==> config.mk <==
export PLATFORM = sky130hd
export DESIGN_NAME = tmr2ch_pwm
export DESIGN_NICKNAME = d
export VERILOG_FILES = /design/src/rtl/tmr_pkg.sv /design/src/rtl/tmr_flag.sv /design/src/rtl/tmr_counter.sv /design/src/rtl/tmr_chan.sv /design/src/rtl/tmr2ch_pwm.sv
export SDC_FILE = /design/constraint.sdc
export NUM_CORES = 1
export LEC_CHECK = 0
export BUFFER_PORTS_ARGS = -buffer_cell sky130_fd_sc_hd__buf_2
export CORE_MARGIN = 1.5
export CORE_UTILIZATION = 35
export CTS_BUF_LIST = sky130_fd_sc_hd__clkbuf_4
export CTS_CLUSTER_DIAMETER = 50
export DETAILED_ROUTE_END_ITERATION = 8
export PLACE_DENSITY = 0.56
export SLEW_MARGIN = 15
export SYNTH_ARGS = -nofsm -noshare
export SYNTH_HDL_FRONTEND = slang
export SYNTH_SLANG_ARGS = --single-unit
==> constraint.sdc <==
create_clock -name clk -period 4.5 [get_ports clk]
set_clock_uncertainty 0.2 [all_clocks]
set_input_delay 0.225 -clock clk [delete_from_list [all_inputs] [get_ports clk]]
set_output_delay 0.225 -clock clk [all_outputs]
set_load 0.005 [all_outputs]
==> src/rtl/tmr_pkg.sv <==
package tmr_pkg;
  localparam int AW  = 4;
  localparam int NCH = 2;

  typedef enum logic [3:0] {
    A_CTL   = 4'd0,
    A_MOD   = 4'd1,
    A_CNT   = 4'd2,
    A_C0CTL = 4'd3,
    A_C0VAL = 4'd4,
    A_C1CTL = 4'd5,
    A_C1VAL = 4'd6
  } reg_addr_e;

  typedef enum logic [1:0] {
    CM_IDLE = 2'd0,
    CM_CAP  = 2'd1,
    CM_CMP  = 2'd2,
    CM_RSV  = 2'd3
  } ch_mode_e;

  // Channel control bits 9:1; bit 0 is the flag, kept outside.
  typedef struct packed {
    logic     pair;
    logic     lvl;
    logic     max;
    logic     tov;
    logic [1:0] edge_sel;
    ch_mode_e mode;
    logic     ie;
  } ch_cfg_t;
endpackage

==> src/rtl/tmr_flag.sv <==
module tmr_flag (
  input  logic clk,
  input  logic rst_n,
  input  logic set_i,
  input  logic rd_hit_i,
  input  logic wr_hit_i,
  input  logic wbit_i,
  output logic flag_o
);
  logic flag_q, flag_d, arm_q, arm_d;

  always_comb begin
    flag_d = flag_q;
    arm_d  = arm_q;
    if (rd_hit_i && flag_q) arm_d = 1'b1;
    if (wr_hit_i) begin
      if (!wbit_i && arm_q) flag_d = 1'b0;
      arm_d = 1'b0;
    end
    if (set_i) flag_d = 1'b1;
    if (!flag_d) arm_d = 1'b0;
  end

  always_ff @(posedge clk or negedge rst_n) begin
    if (!rst_n) begin
      flag_q <= 1'b0;
      arm_q  <= 1'b0;
    end else begin
      flag_q <= flag_d;
      arm_q  <= arm_d;
    end
  end

  assign flag_o = flag_q;


  flag_set_chk: assert property (@(posedge clk) disable iff (!rst_n)
    set_i |=> flag_q);

  flag_hold_chk: assert property (@(posedge clk) disable iff (!rst_n)
    (flag_q && !wr_hit_i) |=> flag_q);
endmodule

==> src/rtl/tmr_counter.sv <==
module tmr_counter #(
  parameter int W = 16
) (
  input  logic         clk,
  input  logic         rst_n,
  input  logic         run_i,
  input  logic         clr_i,
  input  logic [W-1:0] mod_i,
  output logic [W-1:0] cnt_o,
  output logic         wrap_o
);
  logic [W-1:0] cnt_q, cnt_d;

  assign wrap_o = run_i && !clr_i && (cnt_q == mod_i);

  always_comb begin
    cnt_d = cnt_q;
    if (clr_i)       cnt_d = '0;
    else if (wrap_o) cnt_d = '0;
    else if (run_i)  cnt_d = cnt_q + 1'b1;
  end

  always_ff @(posedge clk or negedge rst_n) begin
    if (!rst_n) cnt_q <= '0;
    else        cnt_q <= cnt_d;
  end

  assign cnt_o = cnt_q;


  cnt_wrap_chk: assert property (@(posedge clk) disable iff (!rst_n)
    (run_i && !clr_i && cnt_q == mod_i) |=> (cnt_q == '0));

  cnt_stop_chk: assert property (@(posedge clk) disable iff (!rst_n)
    (!run_i && !clr_i) |=> $stable(cnt_q));
endmodule

==> src/rtl/tmr_chan.sv <==
module tmr_chan
  import tmr_pkg::*;
#(
  parameter int W     = 16,
  parameter int SYNCN = 2
) (
  input  logic         clk,
  input  logic         rst_n,
  input  logic         cfg_wr_i,
  input  logic         val_wr_i,
  input  logic [W-1:0] wdata_i,
  input  logic [W-1:0] cnt_i,
  input  logic         run_i,
  input  logic         wrap_i,
  input  logic [W-1:0] cmp_val_i,
  input  logic         cmp_en_i,
  input  logic         pin_i,
  output ch_cfg_t      cfg_o,
  output logic [W-1:0] val_o,
  output logic         pin_o,
  output logic         evt_o
);
  ch_cfg_t        cfg_q, cfg_d;
  logic [W-1:0]   val_q, val_d;
  logic [SYNCN-1:0] sync_q;
  logic           prev_q, pin_q, pin_d;
  logic           rise, fall, cap_hit, cmp_hit, is_cmp;

  assign rise    = sync_q[SYNCN-1] & ~prev_q;
  assign fall    = ~sync_q[SYNCN-1] & prev_q;
  assign cap_hit = (cfg_q.mode == CM_CAP) &&
                   ((cfg_q.edge_sel[0] && rise) || (cfg_q.edge_sel[1] && fall));
  assign is_cmp  = (cfg_q.mode == CM_CMP);
  assign cmp_hit = run_i && cmp_en_i && is_cmp && (cnt_i == cmp_val_i);

  always_comb begin
    cfg_d = cfg_q;
    val_d = val_q;
    pin_d = pin_q;
    if (cfg_wr_i) cfg_d = ch_cfg_t'(wdata_i[9:1]);
    if (cap_hit)       val_d = cnt_i;
    else if (val_wr_i) val_d = wdata_i;
    if (is_cmp && wrap_i && cfg_q.tov) pin_d = ~pin_q;
    if (cmp_hit) pin_d = cfg_q.lvl;
  end

  always_ff @(posedge clk or negedge rst_n) begin
    if (!rst_n) begin
      cfg_q  <= '0;
      val_q  <= '0;
      sync_q <= '0;
      prev_q <= 1'b0;
      pin_q  <= 1'b0;
    end else begin
      cfg_q  <= cfg_d;
      val_q  <= val_d;
      sync_q <= {sync_q[SYNCN-2:0], pin_i};
      prev_q <= sync_q[SYNCN-1];
      pin_q  <= pin_d;
    end
  end

  assign cfg_o = cfg_q;
  assign val_o = val_q;
  assign evt_o = cap_hit | cmp_hit;
  assign pin_o = is_cmp ? ((cfg_q.max && cfg_q.tov) ? 1'b1 : pin_q) : 1'b0;


  cap_latch_chk: assert property (@(posedge clk) disable iff (!rst_n)
    cap_hit |=> (val_q == $past(cnt_i)));

  zero_duty_chk: assert property (@(posedge clk) disable iff (!rst_n)
    (is_cmp && !cfg_q.tov && !cfg_q.lvl && !pin_q && !cfg_wr_i) |=> !pin_q);
endmodule

==> src/rtl/tmr2ch_pwm.sv <==
module tmr2ch_pwm
  import tmr_pkg::*;
#(
  parameter int W = 16
) (
  input  logic          clk,
  input  logic          rst_n,
  input  logic          lp_hold_i,
  input  logic [AW-1:0] addr_i,
  input  logic [W-1:0]  wdata_i,
  input  logic          wr_en_i,
  input  logic          rd_en_i,
  output logic [W-1:0]  rdata_o,
  input  logic [NCH-1:0] ch_in_i,
  output logic [NCH-1:0] ch_out_o,
  output logic          irq_o
);
  logic [1:0]   rs_q;
  logic         rst_s_n;
  logic         wr_ok, rd_ok, ctl_wr, cnt_clr;
  logic         stop_q, stop_d, ovf_ie_q, ovf_ie_d, ovf_flag;
  logic [W-1:0] mod_q, mod_d, cnt, live_q, live_d;
  logic         wrap, paired, act_q, act_d, pend_q, pend_d;
  ch_cfg_t      ch_cfg  [NCH];
  logic [W-1:0] ch_val  [NCH];
  logic [NCH-1:0] ch_evt, ch_flag, ch_pin, ch_ie;

  // Reset: asynchronous assert, synchronous release.
  always_ff @(posedge clk or negedge rst_n) begin
    if (!rst_n) rs_q <= 2'b00;
    else        rs_q <= {rs_q[0], 1'b1};
  end
  assign rst_s_n = rs_q[1];

  assign wr_ok   = wr_en_i && !lp_hold_i;
  assign rd_ok   = rd_en_i && !lp_hold_i;
  assign ctl_wr  = wr_ok && (addr_i == A_CTL);
  assign cnt_clr = ctl_wr && wdata_i[3];
  assign paired  = ch_cfg[0].pair;

  always_comb begin
    stop_d   = stop_q;
    ovf_ie_d = ovf_ie_q;
    mod_d    = mod_q;
    if (ctl_wr) begin
      ovf_ie_d = wdata_i[1];
      stop_d   = wdata_i[2];
    end
    if (wr_ok && addr_i == A_MOD) mod_d = wdata_i;
  end

  // Buffered pair: act_q = 1 means channel 1 holds the active duty.
  always_comb begin
    act_d  = act_q;
    pend_d = pend_q;
    live_d = live_q;
    if (!paired) begin
      act_d  = 1'b1;
      pend_d = 1'b1;
    end else begin
      if (wrap && pend_q) begin
        act_d  = ~act_q;
        live_d = act_q ? ch_val[0] : ch_val[1];
        pend_d = 1'b0;
      end
      if (wr_ok && ((addr_i == A_C0VAL && act_d) || (addr_i == A_C1VAL && !act_d)))
        pend_d = 1'b1;
    end
  end

  always_ff @(posedge clk or negedge rst_s_n) begin
    if (!rst_s_n) begin
      stop_q   <= 1'b1;
      ovf_ie_q <= 1'b0;
      mod_q    <= '1;
      act_q    <= 1'b1;
      pend_q   <= 1'b1;
      live_q   <= '0;
    end else begin
      stop_q   <= stop_d;
      ovf_ie_q <= ovf_ie_d;
      mod_q    <= mod_d;
      act_q    <= act_d;
      pend_q   <= pend_d;
      live_q   <= live_d;
    end
  end

  tmr_counter #(.W(W)) u_cnt (
    .clk(clk), .rst_n(rst_s_n), .run_i(!stop_q), .clr_i(cnt_clr),
    .mod_i(mod_q), .cnt_o(cnt), .wrap_o(wrap)
  );

  tmr_flag u_ovf_flag (
    .clk(clk), .rst_n(rst_s_n), .set_i(wrap),
    .rd_hit_i(rd_ok && addr_i == A_CTL), .wr_hit_i(ctl_wr),
    .wbit_i(wdata_i[0]), .flag_o(ovf_flag)
  );

  for (genvar g = 0; g < NCH; g++) begin : g_ch
    localparam logic [AW-1:0] CTL_A = AW'(3 + 2 * g);
    localparam logic [AW-1:0] VAL_A = AW'(4 + 2 * g);
    logic [W-1:0] cmp_src;
    logic         cmp_en;
    if (g == 0) begin : g_lead
      assign cmp_src = paired ? live_q : ch_val[g];
      assign cmp_en  = 1'b1;
    end else begin : g_follow
      assign cmp_src = ch_val[g];
      assign cmp_en  = !paired;
    end

    tmr_chan #(.W(W)) u_ch (
      .clk(clk), .rst_n(rst_s_n),
      .cfg_wr_i(wr_ok && addr_i == CTL_A), .val_wr_i(wr_ok && addr_i == VAL_A),
      .wdata_i(wdata_i), .cnt_i(cnt), .run_i(!stop_q), .wrap_i(wrap),
      .cmp_val_i(cmp_src), .cmp_en_i(cmp_en), .pin_i(ch_in_i[g]),
      .cfg_o(ch_cfg[g]), .val_o(ch_val[g]), .pin_o(ch_pin[g]), .evt_o(ch_evt[g])
    );

    tmr_flag u_flag (
      .clk(clk), .rst_n(rst_s_n), .set_i(ch_evt[g]),
      .rd_hit_i(rd_ok && addr_i == CTL_A), .wr_hit_i(wr_ok && addr_i == CTL_A),
      .wbit_i(wdata_i[0]), .flag_o(ch_flag[g])
    );

    assign ch_ie[g] = ch_cfg[g].ie;
  end

  assign ch_out_o[0] = ch_pin[0];
  assign ch_out_o[1] = ch_pin[1] & ~paired;
  assign irq_o = (ovf_flag & ovf_ie_q) | (|(ch_flag & ch_ie));

  always_comb begin
    rdata_o = '0;
    if (!lp_hold_i) begin
      case (addr_i)
        A_CTL:   rdata_o[3:0] = {1'b0, stop_q, ovf_ie_q, ovf_flag};
        A_MOD:   rdata_o = mod_q;
        A_CNT:   rdata_o = cnt;
        A_C0CTL: rdata_o[9:0] = {ch_cfg[0], ch_flag[0]};
        A_C0VAL: rdata_o = ch_val[0];
        A_C1CTL: rdata_o[9:0] = {ch_cfg[1], ch_flag[1]};
        A_C1VAL: rdata_o = ch_val[1];
        default: rdata_o = '0;
      endcase
    end
  end


  swap_on_wrap_chk: assert property (@(posedge clk) disable iff (!rst_s_n)
    (paired && !wrap) |=> $stable(act_q));

  hold_mod_chk: assert property (@(posedge clk) disable iff (!rst_s_n)
    lp_hold_i |=> $stable(mod_q));
endmodule

---- Word level (Yosys, flattened, before mapping) ----
Index checks and enable logic that the tools add are counted.
word-level totals
  bits in registers ....................... 118
  input bits .............................. 27
  logic and storage cells ................. 175
operators by class
  $add $sub $neg .......................... 1
  equality and inequality tests ........... 18
  multiplexer cells ....................... 45
  bitwise operators ....................... 18
  reductions and logical operators ........ 57
operators by type and width
  cell                                                    count
  2-to-1 mux 16 bit                                       10
  == test 16 bit                                          3
  logical AND 1 bit                                       41
  one-hot mux 6 bit (6 select lines)                      1
  2-to-1 mux 1 bit                                        32
  one-hot mux 4 bit (7 select lines)                      1
  one-hot mux 6 bit (4 select lines)                      1
  adder 16 x 1 -> 16 bit (second input constant)          1
  == test 4 x 3 -> 1 bit (second input constant)          3
  inequality test 3 bit (second input constant)           4
  == test 4 x 2 -> 1 bit (second input constant)          2
  NOT 1 bit                                               8
  nonzero test 2 bit                                      4
  AND 1 bit                                               6
  logical NOT 1 bit                                       6
  == test 2 x 1 -> 1 bit (second input constant)          2
  == test 2 bit (second input constant)                   2
  == test 4 x 1 -> 1 bit (second input constant)          1
  logical NOT 4 bit                                       1
  logical OR 1 bit                                        3
  inequality test 3 x 1 -> 1 bit (second input constant)  1
  bitwise OR 1 bit                                        3
  AND 2 bit                                               1
  AND reduction 2 bit                                     1
  OR reduction 2 bit                                      1

---- Longest topological paths before layout ----
Gate-level depths: netlist (run 1).
  depth in word-level cells ............... 16
  depth in mapped cells ................... 10
  depth with buffers taken out ............ 7

---- Modules after synthesis ----
Synthesis (run 1) repeated with hierarchy kept, for this count alone.
unflattened totals
  cell total of the unflattened synthesis .. 701
  area total of the unflattened synthesis .. 7,079.3 µm²
by module, submodules not included
  module       instances  cells an instance  area an instance (µm²)
  tmr_chan     2          126                1,418.9
  tmr2ch_pwm   1          277                2,738.9
  tmr_counter  1          148                1,270.0
  tmr_flag     3          8                  77.6

---- Worst setup path before layout (run 1) ----
No wires, ideal clock.
  path kind ............................... reg2reg
  start ................................... reg u_cnt.cnt_q[0], in the netlist u_cnt.cnt_o[0]
  end ..................................... reg g_ch[1].u_ch.pin_q
  arrival time ............................ 1.857 ns
  required time ........................... 4.176 ns
  slack ................................... 2.319 ns
  stages on the path, launching flop included .. 8
  buffers on the path ..................... 1
  cells stage by stage .................... dfrtp_1 buf_4 xnor2_1 nand4_1 or3_4 nor4_4 and3b_1 a211o_1
on the way
  word-level cells in the longest chain between the ends .. 5
  elaborated cells on any way between the ends .. 8
RTL lines
  element                              RTL line           text
  start, declared                      tmr_counter.sv:12  logic [W-1:0] cnt_q, cnt_d;
  start signal, assigned               tmr_counter.sv:25  else cnt_q <= cnt_d;
  == test 16 bit                       tmr_counter.sv:14  assign wrap_o = run_i && !clr_i && (cnt_q == mod_i);
  logical AND 1 bit                    tmr_counter.sv:14
  logical AND 1 bit (2 in a row)       tmr_chan.sv:43     if (is_cmp && wrap_i && cfg_q.tov) pin_d = ~pin_q;
  nonzero test 2 bit (no source line)  --
  end signal, assigned                 tmr_chan.sv:59     pin_q <= pin_d;
  end, declared                        tmr_chan.sv:26     logic prev_q, pin_q, pin_d;
Several ways; a longest one is shown, not always the timed one.
A chain may end at the register's enable or synchronous reset.

---- Final worst setup path (run 1) ----
  start ................................... reg u_cnt.cnt_q[4], in the netlist u_cnt.cnt_o[4]
  end ..................................... reg u_cnt.cnt_q[4], in the netlist u_cnt.cnt_o[4]
on the way
  word-level cells in the longest chain between the ends .. 4
  elaborated cells on any way between the ends .. 7
RTL lines
  element                                                   RTL line                              text
  adder 16 x 1 -> 16 bit or == test 16 bit (tied branches)  tmr_counter.sv:20, tmr_counter.sv:14
  2-to-1 mux 16 bit or logical AND 1 bit (tied branches)    tmr_counter.sv:20, tmr_counter.sv:14
  2-to-1 mux 16 bit                                         tmr_counter.sv:19                     else if (wrap_o) cnt_d = '0;
  2-to-1 mux 16 bit                                         tmr_counter.sv:18                     if (clr_i) cnt_d = '0;
Several ways; a longest one is shown, not always the timed one. The select of a mux whose other input is x is not followed.

==> impl_metrics.tcl, run 1 <==
set metrics [dict create \
    start_kind "flop" \
    maxCapViolations 0 \
    critPathCaptureType "flop" \
    nNetsFinal 731 \
    hold_violations 0 \
    syn_avg_cell_area_um2 10.1 \
    syn_inst 660 \
    synth_area_um2 6700 \
    cp.required_ps 4760 \
    rsz0062_at_grt "no" \
    place.gp.congestion 0.854 \
    avgRoutedWirePerCell_um 21.1 \
    multi_input_area_um2 3430 \
    chipWidth_um 141 \
    ff_latch_area_um2 2980 \
    reg2reg_from "u_cnt.cnt_o[4]" \
    reg2reg_slack_ps 1540 \
    hold_start "addr_i[1]" \
    finalCriticalPeriod_ps 2960 \
    io_buffers 45 \
    finalCritPeriodShare_pct 65.7 \
    drv_slew 0 \
    power_density_nw_per_um2 469 \
    whs_path_depth 5 \
    core_um2 18700 \
    status "finished, final reports clean" \
    grt_max_degree 55 \
    rows 50 \
    crit_arrival_ps 3210 \
    min_to "u_ovf_flag.arm_q" \
    crit_chain "xnor2_1 -> nand4_1 -> nor4_4 -> nand2b_1 -> o21ai_0 -> a22o_2" \
    post-cts-setup-buffer-count 0 \
    root_buffer "clkbuf_4" \
    die_y_um 141 \
    slowest_stage "nand2b_1" \
    avgViaCountPerCell 5.69 \
    tns_ps 0 \
    antenna_found_initial 1 \
    grt_overflow_total 0 \
    min_path_type "in2reg" \
    ctsHoldBuffers 21 \
    synth_ff_type "dfrtp_1" \
    dr.pass1.iters 5 \
    start_util_pct 35.8 \
    drc 0 \
    worstSkewPairLatency_ps 550 \
    crit_family "simple AND/OR/NAND/NOR gates" \
    fill_cells 1815 \
    yosysSeqAreaShare_pct 44.5 \
    worst-path-buf-inv 0 \
    synthesis.nets 688 \
    clockBufferDepth 2 \
    worst_pin_slew_ps 1320 \
    vias 5407 \
    yosysUniqueCellTypes 55 \
    slowest_delay_ps 630 \
    fin_util_pct 40.4 \
    synth_edf_count 0 \
    totalWireLength_um 20100 \
    ir_drop_mv 0.167 \
    ant_nets 0 \
    max_slew_margin_pct 11.3 \
    ys_seq_elements 118 \
    grt_use_total_pct 21.0 \
    drive_gt1_share_pct 21.8 \
    htreeDepth 4 \
    syn_to_final_growth_pct 13.0 \
    grt_pass1_wl_um 31600 \
    grt_pass1_vias 5446 \
    setup_slack_ps 1540 \
    drt_iter0_drc 441 \
    io-pin-count 46 \
    cts_tree "yes" \
    path_clk_slew_ps 110 \
    r2r-end "u_cnt.cnt_o[4]" \
    cts_made_buffers 17 \
    cts_resized 0 \
    rr_worst_depth 6 \
    clkSinkCount 118 \
    yosysWarnings 0 \
    fmax_ghz 0.338 \
    total_power_mw 3.55 \
    die_area_um2 20000 \
    worstSetupPathType "reg2reg" \
    setup_viol 0 \
    hpwl_um 14100 \
    path_max_fanout 20 \
    p_leak_nw 3.41 \
    pre_cts_ws_ps 1500 \
    ys_async_sr_fraction_pct 100 \
]
cells in the final DEF, fill, tap and decap left out, types with 2 or more instances in the layout:
cell,count
and2_1,3
xor2_1,7
nor2b_1,9
clkbuf_4,19
a22oi_1,38
nand3_1,6
dfstp_2,19
nand4_1,13
nor4_1,5
dfrtp_1,98
dlygate4sd3_1,21
nor2_1,11
a21oi_1,18
a21o_1,5
nor3_1,5
bufinv_16,4
xnor2_1,44
buf_2,45
a22o_1,3
o21ai_0,68
clkinv_1,4
nor3b_1,6
mux2_2,38
nand2b_1,6
nand3b_1,3
or3_1,3
clkinv_2,4
nand2_1,72
nor3_2,3
and3b_1,3
a221oi_1,2
a31oi_1,10
buf_4,12
and3_1,11
nor4_4,2
inv_1,7
mux2i_1,67
tightest hold or removal path: cells and delay by family:
family	cells	cell delay (ps)
buffers and inverters	1	160
AND/OR/NAND/NOR	2	210
AO/OA/AOI/OAI	2	210
flip-flops by register name (all words and copies together) (netlist names), 2 cells and up:
name,cells
g_ch.u_ch.prev_q,2
g_ch.u_flag.arm_q,2
g_ch.u_ch.pin_q,2
rs_q,2
live_q,16
g_ch.u_ch.sync_q,4
mod_q,16
g_ch.u_ch.val_o,32
g_ch.u_ch.cfg_o,18
g_ch.u_flag.flag_o,2
u_cnt.cnt_o,16
cells in the mapped netlist (13+ instances only):
cell type	n	area [um^2]
nand4_1	13	81.3
dfrtp_1	99	2480
a21oi_1	18	90.1
xnor2_1	44	385
o21ai_0	68	340
mux2i_1	67	671
dfstp_2	19	499
nand2_1	72	270
mux2_2	38	428
clkbuf_1	19	71.3
buf_2	25	125
a22oi_1	38	285
stage by stage:
step	instance area, um^2	hold WS [ps]	std cells
floorplan	6700	-271	660
global placement	7050	-190	897
detailed placement	7050	-185	897
CTS	7560	58.8	950
global route	7570	81.8	951
finish	7570	90.3	951
cell families after synthesis:
group           synth area share (%)
simple gates                    13.2
compound gates                  14.5
flops                           44.5
mux                             16.4
buf+inv                         4.34
xor+xnor                        6.91
fa+ha+maj                      0.187
other cells                   0.0560
power by group:
part	leakage [nW]	total [mW]	internal, mW	switching [mW]
sequential	1.45	1.75	1.35	0.401
clock	0.166	0.856	0.441	0.414
combinational	1.79	0.942	0.480	0.462
worst max-delay path by stage:
stage	from	endpoint	cells past startpoint
4_1_cts	u_cnt.cnt_o[4]	u_cnt.cnt_o[4]	6
2_1_floorplan	rs_q[1]	g_ch[0].u_ch.cfg_o[0]	0
6_report	u_cnt.cnt_o[4]	u_cnt.cnt_o[4]	6
3_5_place_dp	lp_hold_i	u_cnt.cnt_o[4]	7
5_1_grt	u_cnt.cnt_o[10]	u_cnt.cnt_o[4]	6
3_3_place_gp	lp_hold_i	u_cnt.cnt_o[4]	7
cell type report:
type,instances,area share [%]
Multi-Input combinational cell,481,45.4
Sequential cell,118,39.4
Timing Repair Buffer,78,6.95
Tap cell,234,3.87
Clock inverter,13,2.15
Clock buffer,19,1.89
Inverter,7,0.347
Antenna cell,1,0.0331
layer usage:
layer / part of all wire (%) / track usage (%)
met4: 3.7 / 10.1
met3: 5.6 / 3.04
met5: 0 / 0
met1: 43 / 28.5
met2: 47 / 33.2
Power figures use the tool's default switching activity.
==> run 2, diff against run 1 <==
==> constraint.sdc (replaced) <==
create_clock -name clk -period 2.8 [get_ports clk]
set_clock_uncertainty 0.2 [all_clocks]
set_input_delay 0.14 -clock clk [delete_from_list [all_inputs] [get_ports clk]]
set_output_delay 0.14 -clock clk [all_outputs]
set_load 0.005 [all_outputs]
==> impl_metrics.tcl, run 2 (synthesis gave the netlist of run 1 again) <==
set metrics [dict create \
    final_cell_mix "98 x dfrtp_1, 72 x nand2_1, 68 x o21ai_0, 67 x mux2i_1, 45 x buf_2" \
    power_density_nw_per_um2 744 \
    hpwl_um 14300 \
    min_to "u_ovf_flag.arm_q" \
    vias 5485 \
    rsz0062_at_grt "no" \
    ir_drop_mv 0.299 \
    finalCriticalPeriod_ps 2510 \
    power.sequential.fraction_pct 47.7 \
    fmax_ghz 0.398 \
    maxCapViolations 0 \
    path_clk_slew_ps 120 \
    reg2reg_from "u_cnt.cnt_o[0]" \
    avgRoutedWirePerCell_um 21.0 \
    chipWidth_um 141 \
    total_power_mw 5.81 \
    pwr-share-comb_pct 28.1 \
    nNetsFinal 755 \
    largest_reg_flops 32 \
    max_slew_margin_pct 31.4 \
    place_inst 914 \
    status "finished, final reports clean" \
    worst_pin_slew_ps 1030 \
    dr.pass1.iters 5 \
    grt_pass1_vias 5305 \
    drv_slew 0 \
    syn_to_final_growth_pct 16.6 \
    grt_pass1_wl_um 31500 \
    avgViaCountPerCell 5.63 \
    finalCritPeriodShare_pct 89.7 \
    layoutNonFillerInstCount 975 \
    totalWireLength_um 20400 \
    fill_cells 1763 \
    cts_made_buffers 17 \
    hold_violations 0 \
    grt_overflow_total 0 \
    setup_slack_ps 288 \
    path_max_fanout 12 \
    grt_use_total_pct 21.1 \
    worstSkewPairLatency_ps 590 \
    antenna_found_initial 1 \
    drc 0 \
    p_leak_nw 3.53 \
    place.gp.congestion 0.919 \
    rr_worst_depth 7 \
    ant_nets 0 \
    multi_input_area_um2 3440 \
    die_y_um 141 \
    min_path_type "in2reg" \
    cp.required_ps 2460 \
    netSwitchingPower_mw 2.18 \
    layout_commonest_cell "dfrtp_1" \
    hold_start "addr_i[3]" \
    switching_share_pct 37.5 \
    drt_iter0_drc 556 \
    r2r-end "u_cnt.cnt_o[14]" \
    rows 50 \
    ff_latch_area_um2 2980 \
    clkSinkCount 118 \
    crit_arrival_ps 2170 \
    htreeDepth 4 \
    whs_path_depth 5 \
    p_int_mw 3.63 \
    core_um2 18700 \
    io_buffers 45 \
    p_clk_share_pct 24.2 \
    io-pin-count 46 \
    reg2reg_slack_ps 360 \
    setup_viol 0 \
    grt_max_degree 53 \
    cts_tree "yes" \
    fin_util_pct 41.7 \
    post-cts-setup-buffer-count 0 \
    critPathCaptureType "primary output" \
    worstSetupPathType "in2out" \
    pre_cts_ws_ps 386 \
    drive_gt1_share_pct 23.9 \
    start_util_pct 35.8 \
    start_kind "input port" \
    clockBufferDepth 2 \
    tns_ps 0 \
    die_area_um2 20000 \
    root_buffer "clkbuf_4" \
]
==> run 2: cell types whose count changed in the layout (fill, tap and decap cells not counted), moves of 2 or more <==
| cell | delta |
|---|---|
| clkinv_1 | -4 |
| dlygate4sd3_1 | +7 |
| clkinvlp_4 | +3 |
| buf_12 | +2 |
| clkinv_2 | -4 |
| buf_4 | +15 |
| clkbuf_4 | -2 |
| inv_6 | +8 |
==> run 2: power by group through the flow <==
stage          logic (mW)  registers [mW]  clock network (mW)
2_1_floorplan        1.27            2.54                   0
3_3_place_gp         1.57            2.76                   0
3_5_place_dp         1.59            2.80                   0
4_1_cts              1.63            2.76                1.44
5_1_grt              1.77            2.84                1.51
6_report             1.63            2.77                1.41
==> run 2: how the worst max path moves through the flow <==
stage                    from                  to  slack (ps)  cells after the start
2_1_floorplan  u_cnt.cnt_o[0]  g_ch[1].u_ch.pin_q         620                      7
3_3_place_gp   u_cnt.cnt_o[4]  g_ch[1].u_ch.pin_q         400                      6
3_5_place_dp   u_cnt.cnt_o[4]  g_ch[1].u_ch.pin_q         390                      6
4_1_cts             addr_i[1]         rdata_o[12]          90                      8
5_1_grt        u_cnt.cnt_o[0]     u_cnt.cnt_o[14]         120                      7
6_report            addr_i[1]         rdata_o[12]         290                      8
==> run 2: metrics by stage <==
stage	instance area, um^2	hold WS [ps]
after floorplan	6700	-356
after global placement	7200	-276
after detailed placement	7200	-274
after CTS	7800	41.5
after global routing	7810	131
final	7810	87.5
==> run 2: per-layer routing <==
| layer | global-route usage (%) | part of all wire, % | vias to the layer above |
|---|---|---|---|
| met5 | 0 | 0 | - |
| met4 | 9.38 | 2.9 | 0 |
| met3 | 3.64 | 5.1 | 46 |
| met2 | 34.4 | 49 | 195 |
| met1 | 27.6 | 43 | 2740 |
| li1 | - | - | 2504 |
==> run 2: cell type report <==
type                       count  area share (%)
antenna                        1          0.0321
clock buffer                  17            1.63
clock inverter                15            2.44
inverter                       7           0.337
multi-input combinational    481            44.0
sequential                   118            38.2
tap                          234            3.75
timing repair buffer         102            9.58
==> run 2: timing repair <==
action / in CTS / in global routing
endpoints found under the setup margin: 0 / 2
hold buffers: 28 / 0
gates resized for setup: 0 / 1
hold endpoints to repair: 80 / 0
==> run 2: worst max-delay path, stage by stage <==
cell and delay, ps:
dlygate4sd3_1 520, buf_2 220, nand2b_1 160, nor2_4 400, buf_4 250, a22oi_1 70
a21oi_1 230, buf_2 160
